File: src/rtl/brc_pkg.sv
package brc_pkg;
   // operand source picked by one instruction bit
   typedef enum logic {
      SRC_WORD = 1'b0,
      SRC_REG  = 1'b1
   } brc_src_e;

   // target kind picked by one instruction bit
   typedef enum logic {
      TGT_REL = 1'b0,
      TGT_ABS = 1'b1
   } brc_tgt_e;

   typedef struct packed {
      brc_src_e src;
      brc_tgt_e tgt;
   } brc_ctl_t;
endpackage

File: src/rtl/brc_cond_eval.sv
module brc_cond_eval #(
   parameter int SEL_W   = 8,
   parameter bit RSV_LSB = 1'b1
) (
   input  logic [SEL_W-1:0] sel,
   input  logic [SEL_W-1:0] flags,
   output logic             take
);
   logic [SEL_W-1:0] hit_vec;
   logic             any_hit;
   logic             empty_sel;
   logic             blocked;

   genvar g;
   generate
      for (g = 1; g < SEL_W; g++) begin : g_match
         assign hit_vec[g] = sel[g] & flags[g];
      end
      if (RSV_LSB) begin : g_rsv
         logic unused_flag0;
         assign unused_flag0 = flags[0];
         assign hit_vec[0]   = 1'b0;
         assign blocked      = sel[0];
      end else begin : g_norsv
         assign hit_vec[0] = sel[0] & flags[0];
         assign blocked    = 1'b0;
      end
   endgenerate

   assign any_hit   = |hit_vec;
   assign empty_sel = (sel == '0);
   assign take      = !blocked && (empty_sel || any_hit);
endmodule

File: src/rtl/brc_target_calc.sv
module brc_target_calc #(
   parameter int PC_W        = 32,
   parameter int OFFSET_BIAS = 1
) (
   input  logic [PC_W-1:0] pc,
   input  logic [PC_W-1:0] operand,
   input  logic            is_abs,
   input  logic            two_word,
   output logic [PC_W-1:0] target,
   output logic [PC_W-1:0] fallthru
);
   localparam logic [PC_W-1:0] STEP_ONE = PC_W'(1);
   localparam logic [PC_W-1:0] STEP_TWO = PC_W'(2);

   logic [PC_W-1:0] rel_tgt;

   generate
      if (OFFSET_BIAS == 0) begin : g_nobias
         assign rel_tgt = pc + operand;
      end else begin : g_bias
         localparam logic [PC_W-1:0] BIAS_V = PC_W'(OFFSET_BIAS);
         assign rel_tgt = pc + operand - BIAS_V;
      end
   endgenerate

   assign target   = is_abs ? operand : rel_tgt;
   assign fallthru = pc + (two_word ? STEP_TWO : STEP_ONE);
endmodule

File: src/rtl/brc_out_stage.sv
module brc_out_stage #(
   parameter int W         = 34,
   parameter bit REGISTERD = 1'b1
) (
   input  logic         clk,
   input  logic         rst_n,
   input  logic         in_vld,
   input  logic [W-1:0] in_data,
   output logic         out_vld,
   output logic [W-1:0] out_data
);
   generate
      if (REGISTERD) begin : g_reg
         always_ff @(posedge clk) begin
            if (!rst_n) begin
               out_vld  <= 1'b0;
               out_data <= '0;
            end else begin
               out_vld <= in_vld;
               if (in_vld) out_data <= in_data;
            end
         end
      end else begin : g_comb
         logic unused_clk_rst;
         assign unused_clk_rst = clk ^ rst_n;
         assign out_vld  = in_vld;
         assign out_data = in_data;
      end
   endgenerate
endmodule

File: src/rtl/branch_resolve.sv
module branch_resolve
   import brc_pkg::*;
#(
   parameter int INSN_W      = 32,
   parameter int PC_W        = 32,
   parameter int SEL_W       = 8,
   parameter int SEL_LO      = 13,
   parameter int MODE_BIT    = 23,
   parameter int SRC_BIT     = 24,
   parameter int OFFSET_BIAS = 1,
   parameter bit RSV_LSB     = 1'b1,
   parameter bit OUT_REG     = 1'b1
) (
   input  logic              clk,
   input  logic              rst_n,
   input  logic              in_valid,
   input  logic [INSN_W-1:0] insn,
   input  logic [PC_W-1:0]   pc,
   input  logic [SEL_W-1:0]  flags,
   input  logic [PC_W-1:0]   ext_word,
   input  logic [PC_W-1:0]   reg_val,
   output logic              out_valid,
   output logic              out_taken,
   output logic [PC_W-1:0]   out_next_pc,
   output logic              out_use_ext
);
   localparam int SEL_HI = SEL_LO + SEL_W - 1;
   localparam int PAY_W  = PC_W + 2;

   generate
      if (SEL_HI >= INSN_W) begin : g_chk_sel
         $error("selector field runs past the instruction word");
      end
      if (MODE_BIT >= INSN_W || SRC_BIT >= INSN_W) begin : g_chk_bits
         $error("control bit outside the instruction word");
      end
      if (MODE_BIT == SRC_BIT) begin : g_chk_same
         $error("mode and source bits must differ");
      end
      if ((MODE_BIT >= SEL_LO && MODE_BIT <= SEL_HI) ||
          (SRC_BIT >= SEL_LO && SRC_BIT <= SEL_HI)) begin : g_chk_ovl
         $error("control bit overlaps the selector field");
      end
      if (PC_W < 2 || SEL_W < 2) begin : g_chk_w
         $error("widths too small");
      end
   endgenerate

   brc_ctl_t         ctl;
   logic [SEL_W-1:0] sel;
   logic [PC_W-1:0]  operand;
   logic [PC_W-1:0]  target;
   logic [PC_W-1:0]  fallthru;
   logic             take;
   logic             two_word;
   logic [PC_W-1:0]  next_pc;
   logic [PAY_W-1:0] pay_in;
   logic [PAY_W-1:0] pay_out;
   logic             unused_insn;

   // bits outside the decoded fields are don't-care
   assign unused_insn = ^insn;

   assign ctl.src  = brc_src_e'(insn[SRC_BIT]);
   assign ctl.tgt  = brc_tgt_e'(insn[MODE_BIT]);
   assign sel      = insn[SEL_LO +: SEL_W];
   assign two_word = (ctl.src == SRC_WORD);
   assign operand  = (ctl.src == SRC_REG) ? reg_val : ext_word;

   brc_cond_eval #(
      .SEL_W   (SEL_W),
      .RSV_LSB (RSV_LSB)
   ) u_cond (
      .sel   (sel),
      .flags (flags),
      .take  (take)
   );

   brc_target_calc #(
      .PC_W        (PC_W),
      .OFFSET_BIAS (OFFSET_BIAS)
   ) u_tgt (
      .pc       (pc),
      .operand  (operand),
      .is_abs   (ctl.tgt == TGT_ABS),
      .two_word (two_word),
      .target   (target),
      .fallthru (fallthru)
   );

   assign next_pc = take ? target : fallthru;
   assign pay_in  = {take, two_word, next_pc};

   brc_out_stage #(
      .W         (PAY_W),
      .REGISTERD (OUT_REG)
   ) u_out (
      .clk      (clk),
      .rst_n    (rst_n),
      .in_vld   (in_valid),
      .in_data  (pay_in),
      .out_vld  (out_valid),
      .out_data (pay_out)
   );

   assign out_taken   = pay_out[PAY_W-1];
   assign out_use_ext = pay_out[PAY_W-2];
   assign out_next_pc = pay_out[PC_W-1:0];
endmodule

File: config.mk
export PLATFORM = sky130hd
export DESIGN_NAME = branch_resolve
export DESIGN_NICKNAME = d
export VERILOG_FILES = /design/src/rtl/brc_pkg.sv /design/src/rtl/brc_cond_eval.sv /design/src/rtl/brc_target_calc.sv /design/src/rtl/brc_out_stage.sv /design/src/rtl/branch_resolve.sv
export SDC_FILE = /design/constraint.sdc
export NUM_CORES = 1
export LEC_CHECK = 0
export BUFFER_PORTS_ARGS = -buffer_cell sky130_fd_sc_hd__buf_2
export CORE_UTILIZATION = 48
export DETAILED_ROUTE_END_ITERATION = 7
export PLACE_DENSITY_LB_ADDON = 0.05
export REMOVE_ABC_BUFFERS = 1
export SLEW_MARGIN = 10
export SYNTH_ARGS = -nofsm -noshare
export SYNTH_HDL_FRONTEND = slang
export SYNTH_SLANG_ARGS = --single-unit
File: constraint.sdc
create_clock -name clk -period 4.2 [get_ports clk]
set_input_delay 0.84 -clock clk [delete_from_list [all_inputs] [get_ports clk]]
set_output_delay 0.84 -clock clk [all_outputs]
set_load 0.02 [all_outputs]
==> flow_metrics.env <==
export IMPL_synthDistinctLibCells=74
export IMPL_total_power_mw=1.67
export IMPL_async_flop_share_pct=0
export IMPL_ys_seq_area_share_pct=13.5
export IMPL_path_buf_inv=4
export IMPL_path_cells="buf_2 > buf_4 > buf_4 > mux2i_1 > ha_1 > inv_1 > ha_1 > and4_1 > nand2_1 > o221ai_1 > and2_1 > nor2_1 > o311ai_0 > o21a_1 > a311oi_1"
export IMPL_drive_gt1_share_pct=23.3
export IMPL_slew_violations=0
export IMPL_setup_tns_ns=0
export IMPL_routedWlPerCell_um=16.8
export IMPL_cts_tree="done"
export IMPL_cts_made_buffers=5
export IMPL_layout_nets=1064
export IMPL_dpl_hpwl_um=12900
export IMPL_antenna_found_initial=0
export IMPL_power_density_nw_per_um2=265
export IMPL_period_minus_slack_ns=3.91
export IMPL_htreeDepth=2
export IMPL_cp_top_family="simple AND/OR/NAND/NOR gates"
export IMPL_worst_skew_pair_late_latency_ns=0.31
export IMPL_synth_edf_count=0
export IMPL_vias_per_cell=5.77
export IMPL_core_sq_um=10400
export IMPL_grt_pass1_wl_um=27000
export IMPL_drv_cap=0
export IMPL_critPathMaxFanout=7
export IMPL_maxSlewHeadroom_pct=48.8
export IMPL_avgSynthCellArea_sq_um=7.34
export IMPL_clockBufferDepth=2
export IMPL_synthCells=709
export IMPL_drtPass1Iterations=5
export IMPL_ys_flop_type="dfxtp_1"
export IMPL_grt_max_degree=42
export IMPL_syn_cell_area_sq_um=5200
export IMPL_overflow=0
export IMPL_grtUsageTotal_pct=30.4
export IMPL_gp_congestion=0.953
export IMPL_fin_cells=997
export IMPL_synth_seq_cells=35
export IMPL_diodes=0
export IMPL_cp_required_ns=4.41
export IMPL_rsz0062_at_grt="no"
export IMPL_grt_pass1_vias=5401
export IMPL_final_period_utilization_pct=93.2
export IMPL_post_cts_resize_count=0
export IMPL_die_w_um=106
export IMPL_setup_violations_final=0
export IMPL_start_util_pct=49.9
export IMPL_critPathCaptureType="register"
export IMPL_die_area_sq_um=11300
export IMPL_p_leak_nw=3.14
export IMPL_drtIter0Drc=361
export IMPL_cts_clk_slew_worst_paths_ns=0.08
export IMPL_timing_hold_ws_ns=0.458
export IMPL_ant_nets=0
export IMPL_skew_ns=0
export IMPL_fp_row_count=37
export IMPL_wirelength_um=16700
export IMPL_numPortBuffers=150
export IMPL_place_inst=989
export IMPL_pre_cts_slack_ns=0.0658
export IMPL_hold_viol_final=0
export IMPL_min_delay_path_class="register to register"
export IMPL_start_kind="primary input"
export IMPL_die_height_um=106
export IMPL_worst_pin_slew_ns=0.762
export IMPL_fmax_ghz=0.256
export IMPL_drc_errors=0
export IMPL_path_class="primary input to register"
export IMPL_critPathArrivalTime_ns=4.12
export IMPL_num_vias=5748
export IMPL_status="completed"
export IMPL_vdd_drop_max_v=0.000146
export IMPL_clockRootBuffer="clkbuf_8"
export IMPL_setup_ws_ns=0.287
export IMPL_area_growth_pct=21.1
export IMPL_io_pins=174
export IMPL_cts_sinks=35
export IMPL_postCtsSetupBuffers=0
export IMPL_yosysWarnings=0
export IMPL_slowest_stage="ha_1"
export IMPL_cp_slowest_stage_delay_ns=0.30
export IMPL_postCtsHoldBufs=0
## power breakdown
group,switching [mW],internal (mW)
clock,0.147,0.150
sequential,0.0169,0.363
combinational,0.576,0.416
total,0.740,0.930
## tightest hold or removal path: stages, from the launching register on
cell	delay (ns)
dfxtp_1	0.31
nand2_1	0.05
a21oi_1	0.05
## kinds of logic (layout without fill, tap and decap cells)
family | Yosys count | count (layout) | share of synthesized area (%)
buffers and inverters | 139 | 291 | 10.2
AOI/OAI and AO/OA | 204 | 204 | 26.9
muxes | 38 | 38 | 7.34
DFF | 35 | 35 | 13.5
xor gates and xnor gates | 48 | 48 | 8.08
adders and majority gates | 65 | 65 | 15.9
and+or+nand+nor | 180 | 180 | 18.0
## metal layers
metal | vias up | part of all wire [%] | GRT usage [%]
met3 | 18 | 8.5 | 5.46
met4 | 0 | 1.6 | 8.53
met2 | 249 | 43 | 47.3
met1 | 2637 | 47 | 42.6
li1 | 2844 | - | -
met5 | - | 0 | 0
## cells in the final DEF, fill, tap and decap left out, types with 5 or more instances in the layout
cell,instances
nand2_1,50
and3_1,5
or3_1,6
nor3_1,12
a31oi_1,8
nor2_1,44
xnor2_1,43
buf_4,23
o221ai_1,10
a211oi_1,12
nand3_1,14
o21ai_0,46
ha_1,63
mux2i_1,37
a21oi_1,45
a21o_1,17
clkbuf_8,7
nor4_1,8
dfxtp_1,35
buf_2,150
xor2_1,5
o311ai_0,5
nand4_1,13
inv_1,109
o21a_1,9
o211ai_1,9
## final timing paths
| check | start | endpoint | slack (ns) | depth (start not counted) |
|---|---|---|---|---|
| worst max-delay path | insn[24] | u_out.out_data[22]$_SDFFE_PN0P_ | 0.29 | 15 |
| worst min-delay path | u_out.out_data[7]$_SDFFE_PN0P_ | u_out.out_data[7]$_SDFFE_PN0P_ | 0.46 | 2 |
| worst max register to register | u_out.out_data[26]$_SDFFE_PN0P_ | u_out.out_data[26]$_SDFFE_PN0P_ | 3.30 | 4 |
| worst min register to register | u_out.out_data[7]$_SDFFE_PN0P_ | u_out.out_data[7]$_SDFFE_PN0P_ | 0.46 | 2 |
## cells in the mapped netlist, types with 4 or more instances
library cell / count / area [sq um]
a211oi_1: 12 / 90.1
a21o_1: 17 / 128
a21oi_1: 45 / 225
a311oi_1: 4 / 35.0
a31oi_1: 8 / 50.1
and3_1: 5 / 31.3
buf_2: 6 / 30.0
clkbuf_1: 21 / 78.8
dfxtp_1: 35 / 701
ha_1: 63 / 788
inv_1: 109 / 409
mux2i_1: 37 / 370
nand2_1: 50 / 188
nand2b_1: 4 / 25.0
nand3_1: 14 / 70.1
nand4_1: 13 / 81.3
nor2_1: 44 / 165
nor2b_1: 4 / 25.0
nor3_1: 12 / 60.1
nor4_1: 8 / 50.1
o211ai_1: 9 / 67.6
o21a_1: 9 / 67.6
o21ai_0: 46 / 230
o221ai_1: 10 / 87.6
o311ai_0: 5 / 43.8
or3_1: 6 / 37.5
xnor2_1: 43 / 377
xor2_1: 5 / 43.8
## registers in the layout, indices dropped and copies added (netlist names)
register,count
u_out.out_data,34
u_out.out_vld,1
## final cells by class
class / instances / area, sq um
clock buffers: 8 / 100
inverters: 109 / 409
repair buffers: 174 / 943
flip-flops and latches: 35 / 701
well taps: 136 / 170
multi-input cells: 535 / 3980
fillers: 1023 / 4120
## metrics by stage
| step | utilization (%) | cell area (sq um) |
|---|---|---|
| 6_report | 60.5 | 6300 |
| 5_1_grt | 60.5 | 6300 |
| 4_1_cts | 60.5 | 6300 |
| 3_5_place_dp | 59.5 | 6200 |
| 3_3_place_gp | 59.5 | 6200 |
| 2_1_floorplan | - | 5080 |
(Power assumes the default switching activity.)
